**src/rtl/irq_tri_pkg.sv**
```systemverilog
package irq_tri_pkg;

  typedef enum logic [1:0] {
    SRC_NONE = 2'b00,
    SRC_SW   = 2'b01,
    SRC_EXT  = 2'b10,
    SRC_TMR  = 2'b11
  } irq_src_e;

  localparam int CFG_W       = 5;
  localparam int BIT_GIE     = 0;
  localparam int BIT_EXT_EN  = 1;
  localparam int BIT_TMR_EN  = 2;
  localparam int BIT_EDGE_NG = 3;
  localparam int BIT_EXT_PND = 4;

  // Fixed priority: trap, then pin, then timer.
  function automatic irq_src_e pick_src(input logic sw, input logic ext, input logic tmr);
    if (sw)       return SRC_SW;
    else if (ext) return SRC_EXT;
    else if (tmr) return SRC_TMR;
    else          return SRC_NONE;
  endfunction

  // Edge match for the selected polarity, from the older and newer samples.
  function automatic logic edge_hit(input logic older, input logic newer, input logic neg_sel);
    return neg_sel ? (older & ~newer) : (~older & newer);
  endfunction

endpackage

```
**src/rtl/irq_tri_sync.sv**
```systemverilog
module irq_tri_sync
  import irq_tri_pkg::*;
#(
  parameter int STAGES = 2
) (
  input  logic clk,
  input  logic rst_n,
  input  logic pin_i,
  input  logic neg_sel_i,
  output logic edge_o
);
  localparam int CHAIN_W = STAGES + 1;

  logic [CHAIN_W-1:0] chain_q;

  generate
    for (genvar g = 0; g < CHAIN_W; g++) begin : g_stage
      if (g == 0) begin : g_first
        always_ff @(posedge clk) begin
          if (!rst_n) chain_q[g] <= 1'b0;
          else        chain_q[g] <= pin_i;
        end
      end else begin : g_next
        always_ff @(posedge clk) begin
          if (!rst_n) chain_q[g] <= 1'b0;
          else        chain_q[g] <= chain_q[g-1];
        end
      end
    end
  endgenerate

  assign edge_o = edge_hit(chain_q[CHAIN_W-1], chain_q[CHAIN_W-2], neg_sel_i);

endmodule

```
**src/rtl/irq_tri_cfg.sv**
```systemverilog
module irq_tri_cfg
  import irq_tri_pkg::*;
(
  input  logic             clk,
  input  logic             rst_n,
  input  logic             we_i,
  input  logic [CFG_W-1:0] wdata_i,
  input  logic             edge_evt_i,
  input  logic             sw_strobe_i,
  input  logic             ack_take_i,
  input  logic [1:0]       ack_src_i,
  output logic             gie_o,
  output logic             ext_en_o,
  output logic             tmr_en_o,
  output logic             neg_sel_o,
  output logic             ext_pend_o,
  output logic             sw_pend_o
);
  logic gie_q, ext_en_q, tmr_en_q, neg_q, ext_pend_q, sw_pend_q;
  logic ext_clr, sw_clr;

  assign ext_clr = (we_i & wdata_i[BIT_EXT_PND]) |
                   (ack_take_i & (ack_src_i == SRC_EXT));
  assign sw_clr  = ack_take_i & (ack_src_i == SRC_SW);

  always_ff @(posedge clk) begin
    if (!rst_n) begin
      gie_q    <= 1'b0;
      ext_en_q <= 1'b0;
      tmr_en_q <= 1'b0;
      neg_q    <= 1'b0;
    end else begin
      if (we_i) begin
        ext_en_q <= wdata_i[BIT_EXT_EN];
        tmr_en_q <= wdata_i[BIT_TMR_EN];
        neg_q    <= wdata_i[BIT_EDGE_NG];
      end
      if (ack_take_i)  gie_q <= 1'b0;
      else if (we_i)   gie_q <= wdata_i[BIT_GIE];
    end
  end

  always_ff @(posedge clk) begin
    if (!rst_n) begin
      ext_pend_q <= 1'b0;
      sw_pend_q  <= 1'b0;
    end else begin
      if (edge_evt_i)   ext_pend_q <= 1'b1;
      else if (ext_clr) ext_pend_q <= 1'b0;
      if (sw_strobe_i)  sw_pend_q  <= 1'b1;
      else if (sw_clr)  sw_pend_q  <= 1'b0;
    end
  end

  assign gie_o      = gie_q;
  assign ext_en_o   = ext_en_q;
  assign tmr_en_o   = tmr_en_q;
  assign neg_sel_o  = neg_q;
  assign ext_pend_o = ext_pend_q;
  assign sw_pend_o  = sw_pend_q;

endmodule

```
**src/rtl/irq_tri_arb.sv**
```systemverilog
module irq_tri_arb
  import irq_tri_pkg::*;
(
  input  logic       gie_i,
  input  logic       ext_en_i,
  input  logic       tmr_en_i,
  input  logic       ext_pend_i,
  input  logic       tmr_pend_i,
  input  logic       sw_pend_i,
  output logic       req_o,
  output logic [1:0] src_o
);
  logic ext_live, tmr_live;
  irq_src_e win;

  assign ext_live = gie_i & ext_en_i & ext_pend_i;
  assign tmr_live = gie_i & tmr_en_i & tmr_pend_i;
  assign win      = pick_src(sw_pend_i, ext_live, tmr_live);
  assign src_o    = win;
  assign req_o    = (win != SRC_NONE);

endmodule

```
**src/rtl/irq_tri_ctrl.sv**
```systemverilog
module irq_tri_ctrl
  import irq_tri_pkg::*;
#(
  parameter int SYNC_STAGES = 2
) (
  input  logic             clk,
  input  logic             rst_n,
  input  logic             ext_pin,
  input  logic             tmr_pend,
  input  logic             swtrap,
  input  logic             cfg_we,
  input  logic [CFG_W-1:0] cfg_wdata,
  output logic [CFG_W-1:0] cfg_rdata,
  output logic             irq_req,
  output logic [1:0]       irq_src,
  input  logic             irq_ack
);
  logic gie_q, ext_en, tmr_en, neg_sel, ext_pend, sw_pend;
  logic edge_evt, ack_take;

  irq_tri_sync #(.STAGES(SYNC_STAGES)) u_sync (
    .clk       (clk),
    .rst_n     (rst_n),
    .pin_i     (ext_pin),
    .neg_sel_i (neg_sel),
    .edge_o    (edge_evt)
  );

  assign ack_take = irq_ack & irq_req;

  irq_tri_cfg u_cfg (
    .clk         (clk),
    .rst_n       (rst_n),
    .we_i        (cfg_we),
    .wdata_i     (cfg_wdata),
    .edge_evt_i  (edge_evt),
    .sw_strobe_i (swtrap),
    .ack_take_i  (ack_take),
    .ack_src_i   (irq_src),
    .gie_o       (gie_q),
    .ext_en_o    (ext_en),
    .tmr_en_o    (tmr_en),
    .neg_sel_o   (neg_sel),
    .ext_pend_o  (ext_pend),
    .sw_pend_o   (sw_pend)
  );

  irq_tri_arb u_arb (
    .gie_i      (gie_q),
    .ext_en_i   (ext_en),
    .tmr_en_i   (tmr_en),
    .ext_pend_i (ext_pend),
    .tmr_pend_i (tmr_pend),
    .sw_pend_i  (sw_pend),
    .req_o      (irq_req),
    .src_o      (irq_src)
  );

  always_comb begin
    cfg_rdata              = '0;
    cfg_rdata[BIT_GIE]     = gie_q;
    cfg_rdata[BIT_EXT_EN]  = ext_en;
    cfg_rdata[BIT_TMR_EN]  = tmr_en;
    cfg_rdata[BIT_EDGE_NG] = neg_sel;
    cfg_rdata[BIT_EXT_PND] = ext_pend;
  end

endmodule

```
**config.mk**
```make
export PLATFORM = sky130hd
export DESIGN_NAME = irq_tri_ctrl
export DESIGN_NICKNAME = d
export VERILOG_FILES = /design/src/rtl/irq_tri_pkg.sv /design/src/rtl/irq_tri_sync.sv /design/src/rtl/irq_tri_cfg.sv /design/src/rtl/irq_tri_arb.sv /design/src/rtl/irq_tri_ctrl.sv
export SDC_FILE = /design/constraint.sdc
export NUM_CORES = 1
export LEC_CHECK = 0
export BUFFER_PORTS_ARGS = -buffer_cell sky130_fd_sc_hd__buf_2
export CAP_MARGIN = 20
export CORE_AREA = 2 2 39 41
export CTS_CLUSTER_DIAMETER = 200
export DETAILED_ROUTE_END_ITERATION = 8
export DIE_AREA = 0 0 41 43
export PLACE_DENSITY = 0.57
export SLEW_MARGIN = 10
export SYNTH_ARGS = -nofsm -noshare
export SYNTH_HDL_FRONTEND = slang
export SYNTH_SLANG_ARGS = --single-unit
```
**constraint.sdc**
```tcl
create_clock -name clk -period 2.3 [get_ports clk]
set_input_delay 0 -clock clk [delete_from_list [all_inputs] [get_ports clk]]
set_output_delay 0 -clock clk [all_outputs]
set_load 0.02 [all_outputs]
```
==> impl_metrics.py <==
metrics = {
    "status": {
        "run_status": "finished, final reports clean",
    },
    "yosys": {
        "synth-edff-count": 0,
        "synth_largest_area_cell": "dfxtp_1",
        "post-synth-top-count-cell": "dfxtp_1",
        "cell_area_after_synthesis_um2": 409,
        "synth.net_count": 54,
        "synth.lib_cells_used.distinct": 19,
        "postSynth.asyncResetShare": 0,
        "synthTopCellsByCount": "dfxtp_1 (9), buf_4 (5), nor2b_1 (5), nand2_1 (4)",
        "synth.top_cell.area_share": 0.440,
        "ys.warnings.count": 0,
        "syn-mean-instance-area_um2": 9.74,
        "synth.ff_latch_count": 9,
        "synth.top_cells.by_area": "dfxtp_1 (44%), buf_4 (9.2%), nor2b_1 (7.6%), mux2i_1 (7.3%), and2_1 (4.6%)",
        "synthFlopType": "dfxtp_1",
        "number_of_cells_produced_by_synthesis": 42,
        "synth_seq_area_share": 0.440,
    },
    "detailed_routing": {
        "drc": 0,
        "detail-route-antenna-nets": 0,
        "vias_per_cell": 4.44,
        "drt_total_wl_um": 811,
        "routed_wire_length_per_instance_um": 10.4,
        "firstDrtPassIters": 4,
        "route.vias.total": 346,
        "first_iter_violations": 4,
    },
    "pwr": {
        "power-per-cell-area_mw_per_mm2": 641,
        "power.leakage_nw": 0.266,
        "power_frac_seq": 0.497,
        "p_switching_uw": 87.2,
        "power.share.clock": 0.352,
        "irDropWorstVdd_uv": 240,
        "cell_internal_pwr_uw": 258,
        "power_frac_comb": 0.151,
        "netSwitchingFraction": 0.253,
    },
    "floorplan": {
        "die-area_mm2": 0.00176,
        "core-area_mm2": 0.00138,
        "io_pins": 20,
        "start_util": 0.296,
        "dieHeight_um": 43,
        "die-width_um": 41,
        "num_rows": 14,
    },
    "critical_path": {
        "setup.worst_path.class": "reg2out",
        "reg2reg_path_depth": 3,
        "worstSetupEndpointType": "output pin",
        "required_ps": 2300,
        "timing.critical_path.from_type": "flop",
        "r2r_setup_slack_ps": 1330,
        "cp_data_arrival_time_ps": 1210,
        "cp_max_fo": 5,
    },
    "timing": {
        "max_clock_freq_mhz": 826,
        "worst_slew_margin_rel": 0.889,
        "final_period_minus_worst_setup_slack_ps": 1210,
        "setup_viol_count_final": 0,
        "clock-skew-final_ps": 5.30,
        "grt_setup_unrepaired": "no",
        "finalMaxSlewViolations": 0,
        "final_min_period_over_clock_period": 0.527,
        "aggregate_negative_setup_slack_ps": 0,
        "transition_time_at_the_pin_with_the_least_slew_margin_ps": 166,
        "finalHoldViolCount": 0,
    },
    "placed_design": {
        "port_buffers": 19,
        "place_congestion": 0.681,
        "cell_area_reported_after_detailed_placement_um2": 482,
        "numPlacedInstances": 71,
    },
    "global_routing": {
        "grt_max_degree": 10,
        "grt_util_all_layers": 0.0976,
        "grt_overflow": 0,
        "first_global_vias": 272,
        "wire_length_of_the_first_global_routing_pass_mm": 1.10,
        "antenna_found_initial": 0,
    },
    "layout": {
        "syn2layout_area_growth_pct": 31.5,
        "drive_above_1_share": 0.387,
        "layout.cell_area.non_filler_um2": 538,
        "final_net_count": 75,
        "insertedDiodeCount": 0,
        "final_non_filler_cells": 78,
    },
    "clock_tree": {
        "tritoncts": "done",
        "max-clock-path-buffers": 2,
        "clock_insertion_delay_worst_skew_ps": 260,
        "cts.root.buffer_cell": "clkbuf_4",
        "clock_pin_slew_reported_for_the_worst_setup_and_hold_paths_after_clock_tree_synthesis_ps": 60,
        "cts_buffers": 3,
        "postCtsSetupBuffers": 0,
        "clock_tree.htree_level_count": 1,
        "clock_sink_count": 9,
    },
    "job": {
        "maxCapViolCount": 0,
    },
    "min_path": {
        "hold_path_depth": 3,
        "holdCritPathClass": "in2reg",
    },
}
[sequential cells by signal, summed over array words and instances (netlist names)]
signal            cells
u_cfg.ext_en_o        1
u_cfg.ext_pend_o      1
u_cfg.gie_o           1
u_cfg.neg_sel_o       1
u_cfg.sw_pend_o       1
u_cfg.tmr_en_o        1
u_sync.chain_q        3
[critical path, stage by stage, from the launching register on]
cell and delay (ps):
dfxtp_1 340, a22o_1 250, a21o_1 200, buf_2 160
[final timing paths]
| kind | startpoint | to |
|---|---|---|
| hold reg to reg | u_sync.chain_q[0] | u_sync.chain_q[1] |
| setup reg to reg | u_cfg.ext_en_o | u_cfg.gie_o |
| setup / recovery | u_cfg.ext_en_o | irq_req |
| hold / removal | cfg_wdata[3] | u_cfg.neg_sel_o |
[cells by family after synthesis]
group           after synthesis  synth area share
compound gates                7             0.135
buf+inv                       6             0.104
flops                         9             0.440
mux                           4             0.101
simple gates                 16             0.220
[metrics by stage]
stage               setup slack [ps]   util  hold slack (ps)  total power, mW
global route                    1050  0.389             3.98            0.364
finish                          1090  0.389             2.83            0.345
detailed placement              1350  0.348              211            0.224
CTS                             1090  0.389             2.24            0.351
floorplan                       1280      -             77.7            0.209
global placement                1360  0.348              209            0.224
[power groups by stage]
stage               Combinational [mW]  Clock [mW]  Sequential, mW
floorplan                       0.0358           0           0.173
global placement                0.0490           0           0.175
detailed placement              0.0490           0           0.175
CTS                             0.0529       0.126           0.172
global route                    0.0571       0.135           0.173
finish                          0.0522       0.121           0.171
[per-layer routing]
layer / track usage / share of wire
met1: 0.126 / 0.49
met2: 0.134 / 0.41
met3: 0.0314 / 0.075
met4: 0.0600 / 0.022
met5: 0 / 0
[cells in the final DEF, fill, tap and decap left out]
cell type	count
buf_2	19
dfxtp_1	9
nor2b_1	5
nand2_1	4
and2_1	3
mux2i_1	3
clkbuf_4	3
dlygate4sd3_1	3
a41o_1	1
a22o_1	1
nor2_1	1
a21o_1	1
o21a_1	1
mux2_2	1
a21oi_2	1
nand4b_1	1
nand3_1	1
nor3b_1	1
a21oi_1	1
a21boi_0	1
clkbuf_1	1
[what timing repair did]
item / in CTS / in global routing
hold buffers: 3 / 0
setup endpoints to repair: 0 / 0
resized for setup: 0 / 0
endpoints found under the hold margin: 3 / 0
[area by class of cell]
type / instances / area (um^2)
Fill cell: 152 / 846
Multi-Input combinational cell: 27 / 186
Sequential cell: 9 / 180
Timing Repair Buffer: 22 / 125
Clock buffer: 4 / 26.3
Tap cell: 16 / 20.0
Note: power is estimated with default switching activity, not from simulation.
